--- src/rtl/sbf_pkg.sv ---
package sbf_pkg;
  typedef enum logic [1:0] {
    OP_READ  = 2'd0,
    OP_WRITE = 2'd1,
    OP_POLL  = 2'd2,
    OP_TERM  = 2'd3
  } op_e;

  typedef enum logic {
    ST_IDLE = 1'b0,
    ST_SEND = 1'b1
  } state_e;

  localparam int ID_W      = 2;
  localparam int CRC_W     = 4;
  localparam logic [2:0] OPC_ABS  = 3'b100;
  localparam logic [2:0] OPC_POLL = 3'b010;
  localparam logic [5:0] OPC_TERM = 6'b111111;
endpackage

--- src/rtl/sbf_frame_build.sv ---
module sbf_frame_build
  import sbf_pkg::*;
#(
  parameter int ADDR_W = 21,
  parameter int DATA_W = 32,
  localparam int HDR_W = ID_W + 3 + 1 + ADDR_W + 1,
  localparam int FW    = HDR_W + DATA_W,
  localparam int LEN_W = $clog2(FW + 1)
) (
  input  logic [ID_W-1:0]   id,
  input  logic [1:0]        op,
  input  logic [ADDR_W-1:0] addr,
  input  logic [1:0]        size,
  input  logic [DATA_W-1:0] wdata,
  output logic [FW-1:0]     frame,
  output logic [LEN_W-1:0]  len
);
  int                nbytes;
  logic [ADDR_W-1:0] a_fix;
  logic              sz_bit;
  logic [HDR_W-1:0]  hdr;
  logic [DATA_W-1:0] data_al;

  always_comb begin
    a_fix  = addr;
    sz_bit = 1'b0;
    nbytes = 1;
    case (size)
      2'd0: nbytes = 1;
      2'd1: begin
        nbytes   = 2;
        a_fix[0] = 1'b0;
        sz_bit   = 1'b1;
      end
      default: begin
        nbytes     = 4;
        a_fix[1:0] = 2'b01;
        sz_bit     = 1'b1;
      end
    endcase
    hdr     = {id, OPC_ABS, (op == OP_READ), a_fix, sz_bit};
    data_al = wdata << (DATA_W - 8 * nbytes);
    case (op_e'(op))
      OP_READ: begin
        frame = {hdr, {DATA_W{1'b0}}};
        len   = LEN_W'(HDR_W);
      end
      OP_WRITE: begin
        frame = {hdr, data_al};
        len   = LEN_W'(HDR_W + 8 * nbytes);
      end
      OP_POLL: begin
        frame = {id, OPC_POLL, {(FW - ID_W - 3){1'b0}}};
        len   = LEN_W'(ID_W + 3);
      end
      default: begin
        frame = {id, OPC_TERM, {(FW - ID_W - 6){1'b0}}};
        len   = LEN_W'(ID_W + 6);
      end
    endcase
  end
endmodule

--- src/rtl/sbf_crc4.sv ---
module sbf_crc4
  import sbf_pkg::*;
(
  input  logic clk,
  input  logic rst,
  input  logic clr,
  input  logic step_en,
  input  logic step_bit,
  input  logic shift_en,
  output logic msb
);
  logic [CRC_W-1:0] crc_q;
  logic             fb;

  assign fb  = crc_q[CRC_W-1] ^ step_bit;
  assign msb = crc_q[CRC_W-1];

  always_ff @(posedge clk) begin
    if (rst || clr) begin
      crc_q <= '0;
    end else if (step_en) begin
      crc_q <= {crc_q[CRC_W-2:0], 1'b0} ^ {2'b00, fb, fb};
    end else if (shift_en) begin
      crc_q <= {crc_q[CRC_W-2:0], 1'b0};
    end
  end
endmodule

--- src/rtl/sbf_bit_timer.sv ---
module sbf_bit_timer #(
  parameter int HALF_DIV = 2,
  localparam int PER = 2 * HALF_DIV,
  localparam int CW  = $clog2(PER)
) (
  input  logic clk,
  input  logic rst,
  input  logic restart,
  input  logic run,
  output logic t_fall,
  output logic t_rise,
  output logic t_end
);
  logic [CW-1:0] cnt_q;

  assign t_fall = run && (cnt_q == CW'(0));
  assign t_rise = run && (cnt_q == CW'(HALF_DIV));
  assign t_end  = run && (cnt_q == CW'(PER - 1));

  always_ff @(posedge clk) begin
    if (rst || restart) begin
      cnt_q <= '0;
    end else if (run) begin
      cnt_q <= t_end ? '0 : cnt_q + 1'b1;
    end
  end
endmodule

--- src/rtl/sbf_cmd_framer.sv ---
module sbf_cmd_framer
  import sbf_pkg::*;
#(
  parameter int ADDR_W    = 21,
  parameter int DATA_W    = 32,
  parameter int HALF_DIV  = 2,
  parameter int ECHO_CLKS = 16
) (
  input  logic              clk,
  input  logic              rst,
  input  logic              req_valid,
  output logic              req_ready,
  input  logic [1:0]        req_id,
  input  logic [1:0]        req_op,
  input  logic [ADDR_W-1:0] req_addr,
  input  logic [1:0]        req_size,
  input  logic [DATA_W-1:0] req_wdata,
  output logic              done,
  output logic              bus_clk,
  output logic              bus_data,
  output logic              bus_drive
);
  localparam int HDR_W = ID_W + 3 + 1 + ADDR_W + 1;
  localparam int FW    = HDR_W + DATA_W;
  localparam int LEN_W = $clog2(FW + 1);
  localparam int NMAX  = 1 + FW + CRC_W + ECHO_CLKS;
  localparam int IDX_W = $clog2(NMAX + 1);

  state_e            state_q;
  logic [FW-1:0]     sh_q;
  logic [LEN_W-1:0]  len_q;
  logic [IDX_W-1:0]  idx_q;
  logic              clk_q, data_q, drive_q, done_q;

  logic [FW-1:0]     frame_w;
  logic [LEN_W-1:0]  len_w;
  logic              accept;
  logic              t_fall, t_rise, t_end;
  logic              crc_msb;
  logic [IDX_W-1:0]  len_x;
  logic              in_start, in_pay, in_crc, is_last;
  logic              cur_bit;

  assign req_ready = (state_q == ST_IDLE);
  assign accept    = req_ready && req_valid;
  assign done      = done_q;
  assign bus_clk   = clk_q;
  assign bus_data  = data_q;
  assign bus_drive = drive_q;

  sbf_frame_build #(.ADDR_W(ADDR_W), .DATA_W(DATA_W)) u_build (
    .id(req_id), .op(req_op), .addr(req_addr), .size(req_size),
    .wdata(req_wdata), .frame(frame_w), .len(len_w)
  );

  sbf_bit_timer #(.HALF_DIV(HALF_DIV)) u_timer (
    .clk(clk), .rst(rst), .restart(accept), .run(state_q == ST_SEND),
    .t_fall(t_fall), .t_rise(t_rise), .t_end(t_end)
  );

  always_comb begin
    len_x    = IDX_W'(len_q);
    in_start = (idx_q == '0);
    in_pay   = !in_start && (idx_q <= len_x);
    in_crc   = (idx_q > len_x) && (idx_q <= len_x + IDX_W'(CRC_W));
    is_last  = (idx_q == len_x + IDX_W'(CRC_W + ECHO_CLKS));
    if (in_start)    cur_bit = 1'b1;
    else if (in_pay) cur_bit = sh_q[FW-1];
    else if (in_crc) cur_bit = crc_msb;
    else             cur_bit = 1'b0;
  end

  sbf_crc4 u_crc (
    .clk(clk), .rst(rst), .clr(accept),
    .step_en(t_fall && (in_start || in_pay)), .step_bit(cur_bit),
    .shift_en(t_fall && in_crc), .msb(crc_msb)
  );

  always_ff @(posedge clk) begin
    if (rst) begin
      state_q <= ST_IDLE;
      sh_q    <= '0;
      len_q   <= '0;
      idx_q   <= '0;
      clk_q   <= 1'b1;
      data_q  <= 1'b1;
      drive_q <= 1'b0;
      done_q  <= 1'b0;
    end else begin
      done_q <= 1'b0;
      case (state_q)
        ST_IDLE: begin
          if (accept) begin
            sh_q    <= frame_w;
            len_q   <= len_w;
            idx_q   <= '0;
            drive_q <= 1'b1;
            state_q <= ST_SEND;
          end
        end
        default: begin
          if (t_fall) begin
            clk_q  <= 1'b0;
            data_q <= ~cur_bit;
            if (in_pay) sh_q <= sh_q << 1;
          end
          if (t_rise) clk_q <= 1'b1;
          if (t_end) begin
            if (is_last) begin
              state_q <= ST_IDLE;
              drive_q <= 1'b0;
              done_q  <= 1'b1;
            end else begin
              idx_q <= idx_q + 1'b1;
            end
          end
        end
      endcase
    end
  end
endmodule

--- config.mk ---
export PLATFORM = sky130hd
export DESIGN_NAME = sbf_cmd_framer
export DESIGN_NICKNAME = d
export VERILOG_FILES = /design/src/rtl/sbf_pkg.sv /design/src/rtl/sbf_frame_build.sv /design/src/rtl/sbf_crc4.sv /design/src/rtl/sbf_bit_timer.sv /design/src/rtl/sbf_cmd_framer.sv
export SDC_FILE = /design/constraint.sdc
export NUM_CORES = 1
export LEC_CHECK = 0
export BUFFER_PORTS_ARGS = -buffer_cell sky130_fd_sc_hd__buf_4
export CORE_MARGIN = 4
export CORE_UTILIZATION = 50
export CTS_CLUSTER_DIAMETER = 30
export DETAILED_ROUTE_END_ITERATION = 7
export GPL_TIMING_DRIVEN = 0
export PLACE_DENSITY_LB_ADDON = 0.12
export SYNTH_ARGS = -nofsm -noshare
export SYNTH_HDL_FRONTEND = slang
export SYNTH_SLANG_ARGS = --single-unit
--- constraint.sdc ---
create_clock -name clk -period 8 [get_ports clk]
set_input_delay 1.6 -clock clk [delete_from_list [all_inputs] [get_ports clk]]
set_output_delay 1.6 -clock clk [all_outputs]
set_load 0.03 [all_outputs]
==> metrics.yaml, run 1 <==
worst_hold_path:
  hold_path_class: "register to register"
drt:
  postRouteWirelength_um: 12180
  via_count: 4251
  antenna_left: 0
  wl_per_cell_um: 17.22
  drc_errors: 0
  first_pass_iters: 5
  viasPerCell: 6.013
  first_iter_violations: 308
cts:
  cts_tree: "built"
  cts_resized: 0
  cts_hold_buf: 0
  clkLatencyLatePin_ns: 0.35
  htreeDepth: 3
  clk_path_buf_depth: 2
  cts.sinks: 83
  root_buffer: "clkbuf_8"
  cts_buffers: 9
  post_cts_buffers: 0
  path_clk_slew_ns: 0.09
global_routing:
  grt_max_degree: 15
  met2_usage_pct: 37.48
  grt_pass1_wl_um: 19890
  busiest_layer: "met2"
  grt_usage_pct: 24.04
  antenna_found_initial: 0
  overflow: 0
  use_met1_pct: 33.78
  first_global_vias: 4068
  grt_use_met3_pct: 4.915
synthesis:
  synth_compound_area_share_pct: 19.81
  synthAdderAreaFrac_pct: 6.481
  ys_seq_area_share_pct: 37.42
  async_flop_share_pct: 0
  synth_xor_area_share_pct: 1.972
  synth_top_family_by_area: "simple AND/OR/NAND/NOR gates"
  synthMuxAreaShare_pct: 7.664
  synth-edff-count: 0
  synthesis.nets: 602
  yosysWarnings: 0
  ys_types: 46
  synth_top_cell_area_share_pct: 37.42
  avgSynthCellArea_um2: 8.589
  yosys.area.top_type: "dfxtp_1"
  synth_most_common_cell: "dfxtp_1"
  synthTopCellsByArea: "dfxtp_1 (37%), a221oi_1 (10%), ha_1 (6.5%)"
  synth_ff_type: "dfxtp_1"
  synth-seq-cells: 83
  synth-simple-area-share_pct: 20.48
  syn_area_um2: 4441
  yosys-top-cells-count: "dfxtp_1 (83), nor2_1 (72), nor3_1 (56)"
  syn_inst: 517
floorplan:
  die_area_um2: 10450
  die_w_um: 102.2
  initial_core_util_pct: 51.17
  fp.dieH_um: 102.2
  coreArea_um2: 8678
  num_rows: 34
  io_pins: 67
cells_and_area:
  fin_nets: 679
  multiInputGateArea_um2: 2505
  drive_gt1_share_pct: 18.53
  fillers: 800
  area_growth_syn_to_layout_pct: 18.57
  n_antenna_cell: 0
  ff_latch_area_um2: 1662
  fin_util_pct: 60.67
setup_path:
  reg2reg_from: "idx_q[3]"
  slowest_delay_ns: 0.46
  reg2reg_slack_ns: 5.26
  cp_num_buf_inv: 6
  cp-end-kind: "register"
  critical_path.cell_chain: "buf_4 -> nor2_2 -> buf_6 -> inv_1 -> buf_2 -> ha_1 -> clkbuf_1 -> buf_1 -> mux4_2 -> a221oi_1 -> nor3_1"
  crit_end: "sh_q[30]"
  arrival_ns: 4.47
  path_max_fanout: 10
  cp_data_required_time_ns: 8.23
  crit_start: "req_size[0]"
  crit_family: "buffers and inverters"
  worst-setup-path-type: "input pin to register"
  rr_worst_depth: 8
  r2r-end: "sh_q[43]"
  worstSetupStartpointType: "input pin"
  path_depth: 11
  crit_slowest_cell: "nor2_2"
timing:
  finalHoldViolations: 0
  setup_viol: 0
  tightest_slew_ns: 0.6278
  slew_violations: 0
  fin_skew_ns: 0.01076
  rsz0062_at_grt: "false"
  period_needed_ns: 4.246
  max_freq_ghz: 0.2355
  slew_headroom_pct: 58.15
  fin_ws_ns: 3.754
  setup_tns_ns: 0
  min_period_over_period_pct: 53.07
power:
  irDropWorstVdd_uv: 91.76
  p_leak_uw: 0.002066
  power.density_nw_per_um2: 180.2
placement:
  port_buffers: 66
  hpwl_um: 9091
  dp_slack_ns: 3.368
  gp_congestion: 0.8889
outcome:
  status: "finished, final reports clean"
flow_run:
  drv_cap: 0
report_power, final:
group / internal (µW) / leakage [µW] / total (µW) / switching [µW]
registers: 439 / 0.000682 / 455 / 15.6
logic: 81.9 / 0.00128 / 189 / 107
clock network: 145 / 0.000100 / 305 / 160
kinds of logic (layout without fill, tap and decap cells):
group | count (synthesis) | count (layout)
fa+ha+maj | 23 | 23
flops | 83 | 83
xor+xnor | 10 | 10
compound gates | 118 | 118
simple gates | 197 | 197
mux | 24 | 24
buf+inv | 62 | 144
layout make-up:
cell class,count,share of cell area (%)
multi-input combinational,372,47.58
sequential,83,31.56
timing repair buffer,66,9.411
buffer,43,3.850
tap,108,2.567
clock buffer,10,2.424
inverter,19,1.355
clock inverter,6,1.260
worst min path at each step:
stage / cells after the start / start / end / slack (ns)
after CTS: 2 / sh_q[54] / sh_q[54] / 0.46
after global placement: 2 / sh_q[57] / sh_q[57] / 0.44
after detailed placement: 2 / sh_q[54] / sh_q[54] / 0.45
final: 2 / sh_q[54] / sh_q[54] / 0.46
after global routing: 2 / sh_q[54] / sh_q[54] / 0.49
after floorplan: 2 / sh_q[54] / sh_q[54] / 0.43
stage by stage:
step	cell area [µm²]	hold slack [ns]	instances	power, µW
2_1_floorplan	4441	0.4315	517	582.7
3_3_place_gp	5071	0.4422	691	645.9
3_5_place_dp	5071	0.4462	691	651.3
4_1_cts	5265	0.4590	707	950.6
5_1_grt	5265	0.4919	707	997.5
6_report	5265	0.4558	707	948.6
per-layer routing:
metal,vias to the layer above,routed length [µm],share of wire [%]
met5,-,0,0
met4,0,202,1.7
met3,18,947,7.8
met2,148,5718,47
met1,2031,5307,44
li1,2054,-,-
flip-flops by register name, summed over array words and instances, names as in the netlist:
register and count:
idx_q 7, state_q 1, u_timer.cnt_q 2, bus_clk 1
done 1, u_crc.crc_q 4, sh_q 60, bus_data 1
bus_drive 1, len_q 5
worst reg2reg max path, stage by stage (launching register included):
cell and delay, ns:
dfxtp_1 0.50, ha_1 0.31, a211oi_1 0.25, o221ai_1 0.22, a21oi_1 0.28, a31oi_1 0.14
clkbuf_1 0.32, a221oi_1 0.51, nor3_1 0.08
cells in the final DEF, fill, tap and decap left out, types with 14 or more instances in the layout:
| cell | synthesis | routed |
|---|---|---|
| nand3_1 | 14 | 14 |
| mux2i_1 | 16 | 16 |
| o21ai_0 | 18 | 18 |
| clkbuf_1 | 24 | 25 |
| dfxtp_1 | 83 | 83 |
| a221oi_1 | 51 | 51 |
| nor2_1 | 72 | 72 |
| inv_1 | 19 | 19 |
| a21oi_1 | 23 | 23 |
| buf_4 | 6 | 72 |
| nand2_1 | 29 | 29 |
| ha_1 | 23 | 23 |
| nor3_1 | 56 | 56 |
No activity file was read; power rests on OpenSTA's default activity.
==> inputs of run 2 (changes only) <==
- ABC_AREA: default -> 1
- clock period: 8 -> 3.5 ns (I/O delays scaled with it)
==> run 2 against run 1 <==
Register-to-register slack lost 4.0 ns. Total power grew 150%. Final cell count grew 18%. Hold slack gained 0.015 ns. Design area grew 4.4%. Combinational power grew 150%. Flip-flop and latch count is the same. Synthesized cell count grew 26%. Area after synthesis grew 4.7%. Sequential share of layout area shrank 1.3 points. Critical path depth is the same. Critical endpoint is now sh_q[21].
==> metrics.yaml, run 2 <==
outcome:
  status: "finished, final reports clean"
cts:
  post_cts_buffers: 0  # unchanged
  clk_path_buf_depth: 2  # unchanged
  path_clk_slew_ns: 0.08  # about the same
  cts_tree: "built"
  cts_buffers: 9  # unchanged
  cts_resized: 0  # unchanged
  cts_hold_buf: 0  # unchanged
  clkLatencyLatePin_ns: 0.36  # about the same
  cts.sinks: 83  # unchanged
  htreeDepth: 3  # unchanged
  root_buffer: "clkbuf_8"
timing:
  min_period_over_period_pct: 79.65
  setup_tns_ns: 0  # unchanged
  finalHoldViolations: 0  # unchanged
  finalHoldWorstSlack_ns: 0.4713  # +0.01548 ns
  fin_skew_ns: 0.01777  # +0.007003 ns
  slew_headroom_pct: 52.88  # -5.3 points
  tightest_slew_ns: 0.7068  # +0.07906 ns
  rsz0062_at_grt: "false"
  setup_viol: 0  # unchanged
  max_freq_ghz: 0.3587
  slew_violations: 0  # unchanged
  period_needed_ns: 2.788
synthesis:
  ys_seq_area_share_pct: 35.75  # -1.7 points
  synthesis.nets: 734  # +22%
  yosysWarnings: 0  # unchanged
  synth-seq-cells: 83  # unchanged
  syn_area_um2: 4648  # +4.7%
  ys_types: 36  # -22%
  yosys.area.top_type: "dfxtp_1"
  async_flop_share_pct: 0  # unchanged
  synth_top_cell_area_share_pct: 35.75  # -1.7 points
  yosys-top-cells-count: "nand2_1 (132), dfxtp_1 (83), inv_1 (67)"
  synth-edff-count: 0  # unchanged
  synth_ff_type: "dfxtp_1"
  synth_most_common_cell: "nand2_1"
  syn_inst: 649  # +26%
  synthTopCellsByArea: "dfxtp_1 (36%), nand2_1 (11%), o21ai_0 (6.4%)"
  avgSynthCellArea_um2: 7.162  # -17%
cells_and_area:
  fin_nets: 810  # +19%
  final_cell_mix: "nand2_1 (132), dfxtp_1 (83), buf_4 (71)"
  mostFrequentLayoutCell: "nand2_1"
  fillers: 845  # +5.6%
  reg.largest.list: "sh_q: 60 flops, idx_q: 7 flops, len_q: 5 flops"
  largest_reg_flops: 60  # unchanged
  area_growth_syn_to_layout_pct: 18.30
  n_antenna_cell: 0  # unchanged
  drive_gt1_share_pct: 17.17  # -1.4 points
  largest_register: "sh_q"
drt:
  postRouteWirelength_um: 12510  # +2.8%
  first_pass_iters: 5  # unchanged
  viasPerCell: 5.532  # -8.0%
  drc_errors: 0  # unchanged
  wl_met1_um: 5550  # +4.6%
  dr_wl_met2_um: 6056  # +5.9%
  antenna_left: 0  # unchanged
  top_layer: "met4"
  first_iter_violations: 287  # -6.8%
  wl_per_cell_um: 14.97  # -13%
  wl_met3_um: 703  # -26%
  via_count: 4625  # +8.8%
placement:
  gp_congestion: 0.9177  # +3.2%
  port_buffers: 65  # -1.5%
  hpwl_um: 9441  # +3.8%
power:
  p_leak_uw: 0.002395  # +16%
  power.density_nw_per_um2: 427.2  # +140%
  irDropWorstVdd_uv: 199.6  # +120%
floorplan:
  coreArea_um2: 8891  # +2.5%
  fp.dieH_um: 104.4  # +2.1%
  die_w_um: 104.4  # +2.1%
  num_rows: 34  # unchanged
  io_pins: 67  # unchanged
  initial_core_util_pct: 52.28  # +1.1 points
  die_area_um2: 10900  # +4.3%
global_routing:
  antenna_found_initial: 0  # unchanged
  grt_max_degree: 14  # -1
  grt_pass1_wl_um: 21110  # +6.2%
  first_global_vias: 4540  # +12%
  overflow: 0  # unchanged
  grt_usage_pct: 23.44  # -0.60 points
setup_path:
  crit_slowest_cell: "mux2i_1"
  arrival_ns: 3.03  # -1.44 ns
  crit_family: "buffers and inverters"
  reg2reg_slack_ns: 1.28  # -3.98 ns
  worstSetupStartpointType: "input pin"
  slowest_delay_ns: 0.38  # -0.08 ns
  path_max_fanout: 10  # unchanged
  cp_data_required_time_ns: 3.74  # -4.49 ns
  critical_path.cell_chain: "buf_4 -> nor2_4 -> inv_1 -> clkbuf_1 -> ha_1 -> buf_2 -> buf_2 -> mux2i_1 -> o22ai_1 -> a22oi_1 -> a21oi_1"
  crit_start: "req_size[0]"
  reg2reg_from: "len_q[2]"
  worst-setup-path-type: "input pin to register"
  cp_num_buf_inv: 5  # -1
  cp-end-kind: "register"
  worst_path_most_repeated_cell: "buf_2"
flow_run:
  drv_cap: 0  # unchanged
worst_hold_path:
  hold_start: "bus_data"
  hold_path_class: "register to register"
-- run 2: kinds of logic (layout without fill, tap and decap cells) --
kind of cell             after synthesis  in the layout  share of synthesized area, %
AND/OR/NAND/NOR                      236            236                         21.00
AO/OA/AOI/OAI                        184            184                         24.36
buffers and inverters                109            188                         9.852
flip-flops                            83             83                         35.75
adder cells (fa/ha/maj)               23             23                         6.191
multiplexers                           8              8                         1.723
XOR/XNOR                               6              6                         1.131
-- run 2: metal layers --
metal / up-vias / global-route usage (%)
li1: 2322 / -
met1: 2131 / 30.19
met2: 152 / 39.62
met3: 20 / 4.718
met4: 0 / 6.743
met5: - / 0
-- run 2: final cells by class --
cell class | count | area [µm²] | share of cell area [%]
Timing Repair Buffer | 65 | 488.0 | 8.874
Multi-Input combinational cell | 457 | 2529 | 45.98
Sequential cell | 83 | 1662 | 30.22
Buffer | 38 | 191.4 | 3.481
Tap cell | 108 | 135.1 | 2.457
Clock buffer | 9 | 123.9 | 2.253
Clock inverter | 5 | 103.9 | 1.889
Inverter | 71 | 266.5 | 4.846
-- run 2: path summary, 6_finish.rpt --
check,to,cells past startpoint
min reg2reg,bus_data,1
min,bus_data,1
max,sh_q[21],11
max reg2reg,u_crc.crc_q[2],13
-- run 2: power by group --
part           internal (µW)  total (µW)  switching, µW  leakage, µW
Combinational            186         468            282      0.00160
Sequential              1020        1060           42.8     0.000684
Clock                    467         821            354     0.000115
-- run 2: per-stage QoR --
step	std cells	power, µW	utilization, %	setup slack [ns]	instance area [µm²]
6_report	836	2349	61.85	0.7122	5499
4_1_cts	836	2345	61.85	0.7763	5499
2_1_floorplan	649	1382	-	1.045	4648
5_1_grt	836	2462	61.85	0.5833	5499
3_3_place_gp	822	1533	59.29	0.4079	5271
3_5_place_dp	822	1544	59.29	0.4036	5271
==> inputs of run 3 (changes only) <==
- clock period: 3.5 -> 2.73 ns (I/O delays scaled with it)
==> run 3 against run 2 <==
Hold slack got worse by 0.046 ns. Critical path type unchanged. Clock power rose by 28%. Highest routed layer unchanged. Design area rose by 0.14%. Global-route usage did not move.
==> metrics.yaml, run 3 (synthesis results as in run 2) <==
outcome:
  status: "finished, final reports clean"
power:
  p_leak_uw: 0.002393  # about the same
  netSwitchingFraction_pct: 28.76  # -0.14 points
  p_sw_uw: 865.1  # +27%
  irDropWorstVdd_uv: 256.0  # +28%
  pwr-share-comb_pct: 20.0  # about the same
  p_int_uw: 2143  # +28%
  seq_power_share_pct: 45.2  # about the same
  power.density_nw_per_um2: 546.3  # +28%
  clkPwrFrac_pct: 34.8  # about the same
cells_and_area:
  largest_reg_flops: 60  # unchanged
  fin_util_pct: 61.93  # +0.084 points
  largest_register: "sh_q"
  n_antenna_cell: 0  # unchanged
  mostFrequentLayoutCell: "nand2_1"
  final_cell_mix: "nand2_1 (132), dfxtp_1 (83), buf_4 (71)"
  area_growth_syn_to_layout_pct: 18.47
  final_cells: 836  # unchanged
  fillers: 846  # +0.12%
  fin_nets: 810  # unchanged
  reg.largest.list: "sh_q: 60 flops, idx_q: 7 flops, len_q: 5 flops"
  drive_gt1_share_pct: 17.45  # +0.27 points
floorplan:
  die_area_um2: 10900  # unchanged
  fp.dieH_um: 104.4  # unchanged
  die_w_um: 104.4  # unchanged
  num_rows: 34  # unchanged
  coreArea_um2: 8891  # unchanged
  initial_core_util_pct: 52.28  # unchanged
  io_pins: 67  # unchanged
setup_path:
  crit_start: "req_size[0]"
  crit_slowest_cell: "mux2i_1"
  crit_family: "buffers and inverters"
  path_depth: 11  # unchanged
  cp_data_required_time_ns: 2.98  # -0.76 ns
  reg2reg_from: "len_q[2]"
  worst-setup-path-type: "input pin to register"
  reg2reg_slack_ns: 0.51  # -0.77 ns
  arrival_ns: 2.83  # -0.20 ns
  path_max_fanout: 10  # unchanged
  cp_num_buf_inv: 5  # unchanged
  cp-end-kind: "register"
  rr_worst_depth: 13  # unchanged
  worst_path_most_repeated_cell: "buf_2"
  slowest_delay_ns: 0.37  # about the same
  crit_end: "sh_q[22]"
  worstSetupStartpointType: "input pin"
  r2r-end: "u_crc.crc_q[2]"
  critical_path.cell_chain: "buf_4 -> nor2_4 -> inv_1 -> clkbuf_1 -> ha_1 -> buf_2 -> buf_2 -> mux2i_1 -> o22ai_1 -> a22oi_1 -> a21oi_1"
cts:
  path_clk_slew_ns: 0.08  # about the same
  cts_tree: "built"
  htreeDepth: 3  # unchanged
  cts.sinks: 83  # unchanged
  cts_buffers: 9  # unchanged
  cts_hold_buf: 0  # unchanged
  root_buffer: "clkbuf_8"
  clk_path_buf_depth: 2  # unchanged
  clkLatencyLatePin_ns: 0.36  # about the same
drt:
  first_iter_violations: 323  # +13%
  antenna_left: 0  # unchanged
  viasPerCell: 5.500  # -0.58%
  postRouteWirelength_um: 12430  # -0.67%
  drc_errors: 0  # unchanged
  wl_per_cell_um: 14.87  # -0.67%
  first_pass_iters: 5  # unchanged
  via_count: 4598  # -0.58%
timing:
  period_needed_ns: 2.580
  fin_skew_ns: 0.01806  # +0.0002921 ns
  setup_viol: 0  # unchanged
  slew_violations: 0  # unchanged
  finalHoldViolations: 0  # unchanged
  fin_ws_ns: 0.1502  # -0.5620 ns
  slew_headroom_pct: 53.15  # +0.27 points
  tightest_slew_ns: 0.7028  # -0.004097 ns
  rsz0062_at_grt: "false"
  min_period_over_period_pct: 94.50
  max_freq_ghz: 0.3876
  finalHoldWorstSlack_ns: 0.4253  # -0.04595 ns
placement:
  dpl.cell_count: 822  # unchanged
  hpwl_um: 9441  # unchanged
  port_buffers: 65  # unchanged
  gp_congestion: 0.9177  # unchanged
  dp_slack_ns: -0.2124  # -0.6160 ns
worst_hold_path:
  worstHoldPathCells: 3  # +2
  hold_path_class: "input pin to register"
global_routing:
  grt_max_degree: 14  # unchanged
  grt_pass1_wl_um: 21110  # unchanged
  first_global_vias: 4540  # unchanged
  grt_usage_pct: 23.44  # unchanged
  antenna_found_initial: 0  # unchanged
  overflow: 0  # unchanged
flow_run:
  drv_cap: 0  # unchanged
run 3: worst min path at each step:
stage              startpoint              to  slack, ns
6_report            req_valid         state_q       0.43
2_1_floorplan  u_crc.crc_q[1]  u_crc.crc_q[2]       0.43
5_1_grt             req_valid         state_q       0.44
4_1_cts             req_valid         state_q       0.42
3_3_place_gp         sh_q[44]        sh_q[44]       0.45
3_5_place_dp         bus_data        bus_data       0.45
run 3: what timing repair did:
item,in CTS,in global routing
endpoints found under the setup margin,0,2
gates resized for setup,0,2
buffers inserted,0,0
run 3: area by class of cell:
class                   count  area (µm²)  share of cell area, %
well taps                 108       135.1                  2.454
repair buffers             65       488.0                  8.862
plain buffers              38       191.4                  3.476
inverters                  71       266.5                  4.840
clock buffers               9       123.9                  2.249
flip-flops and latches     83        1662                  30.17
multi-input cells         457        2536                  46.06
clock inverters             5       103.9                  1.886
run 3: per-stage QoR:
step	TNS (ns)	power, µW	area, µm²
floorplan	0	1772	4648
global placement	-0.8822	1965	5271
detailed placement	-0.8849	1979	5271
CTS	0	3007	5499
global route	0	3159	5507
finish	0	3008	5507
run 3: routing by layer:
metal	global-route usage [%]	up-vias	share of wire [%]
met3	4.718	23	6.2
met4	6.743	0	1.5
met2	39.62	149	48
met5	0	-	0
met1	30.19	2104	44
li1	-	2322	-
run 3: power by group through the flow:
stage,logic (µW),registers [µW],clock network (µW)
after floorplan,393,1380,0
after global placement,583,1380,0
after detailed placement,594,1380,0
after CTS,598,1360,1050
after global routing,675,1370,1110
final,601,1360,1050
run 3: worst register-to-register path: cells and delay by family, from the launching register on:
kind | cells | cell delay, ns
simple gates | 7 | 0.57
fa+ha+maj | 2 | 0.52
flops | 1 | 0.41
compound gates | 3 | 0.50
buf+inv | 1 | 0.13
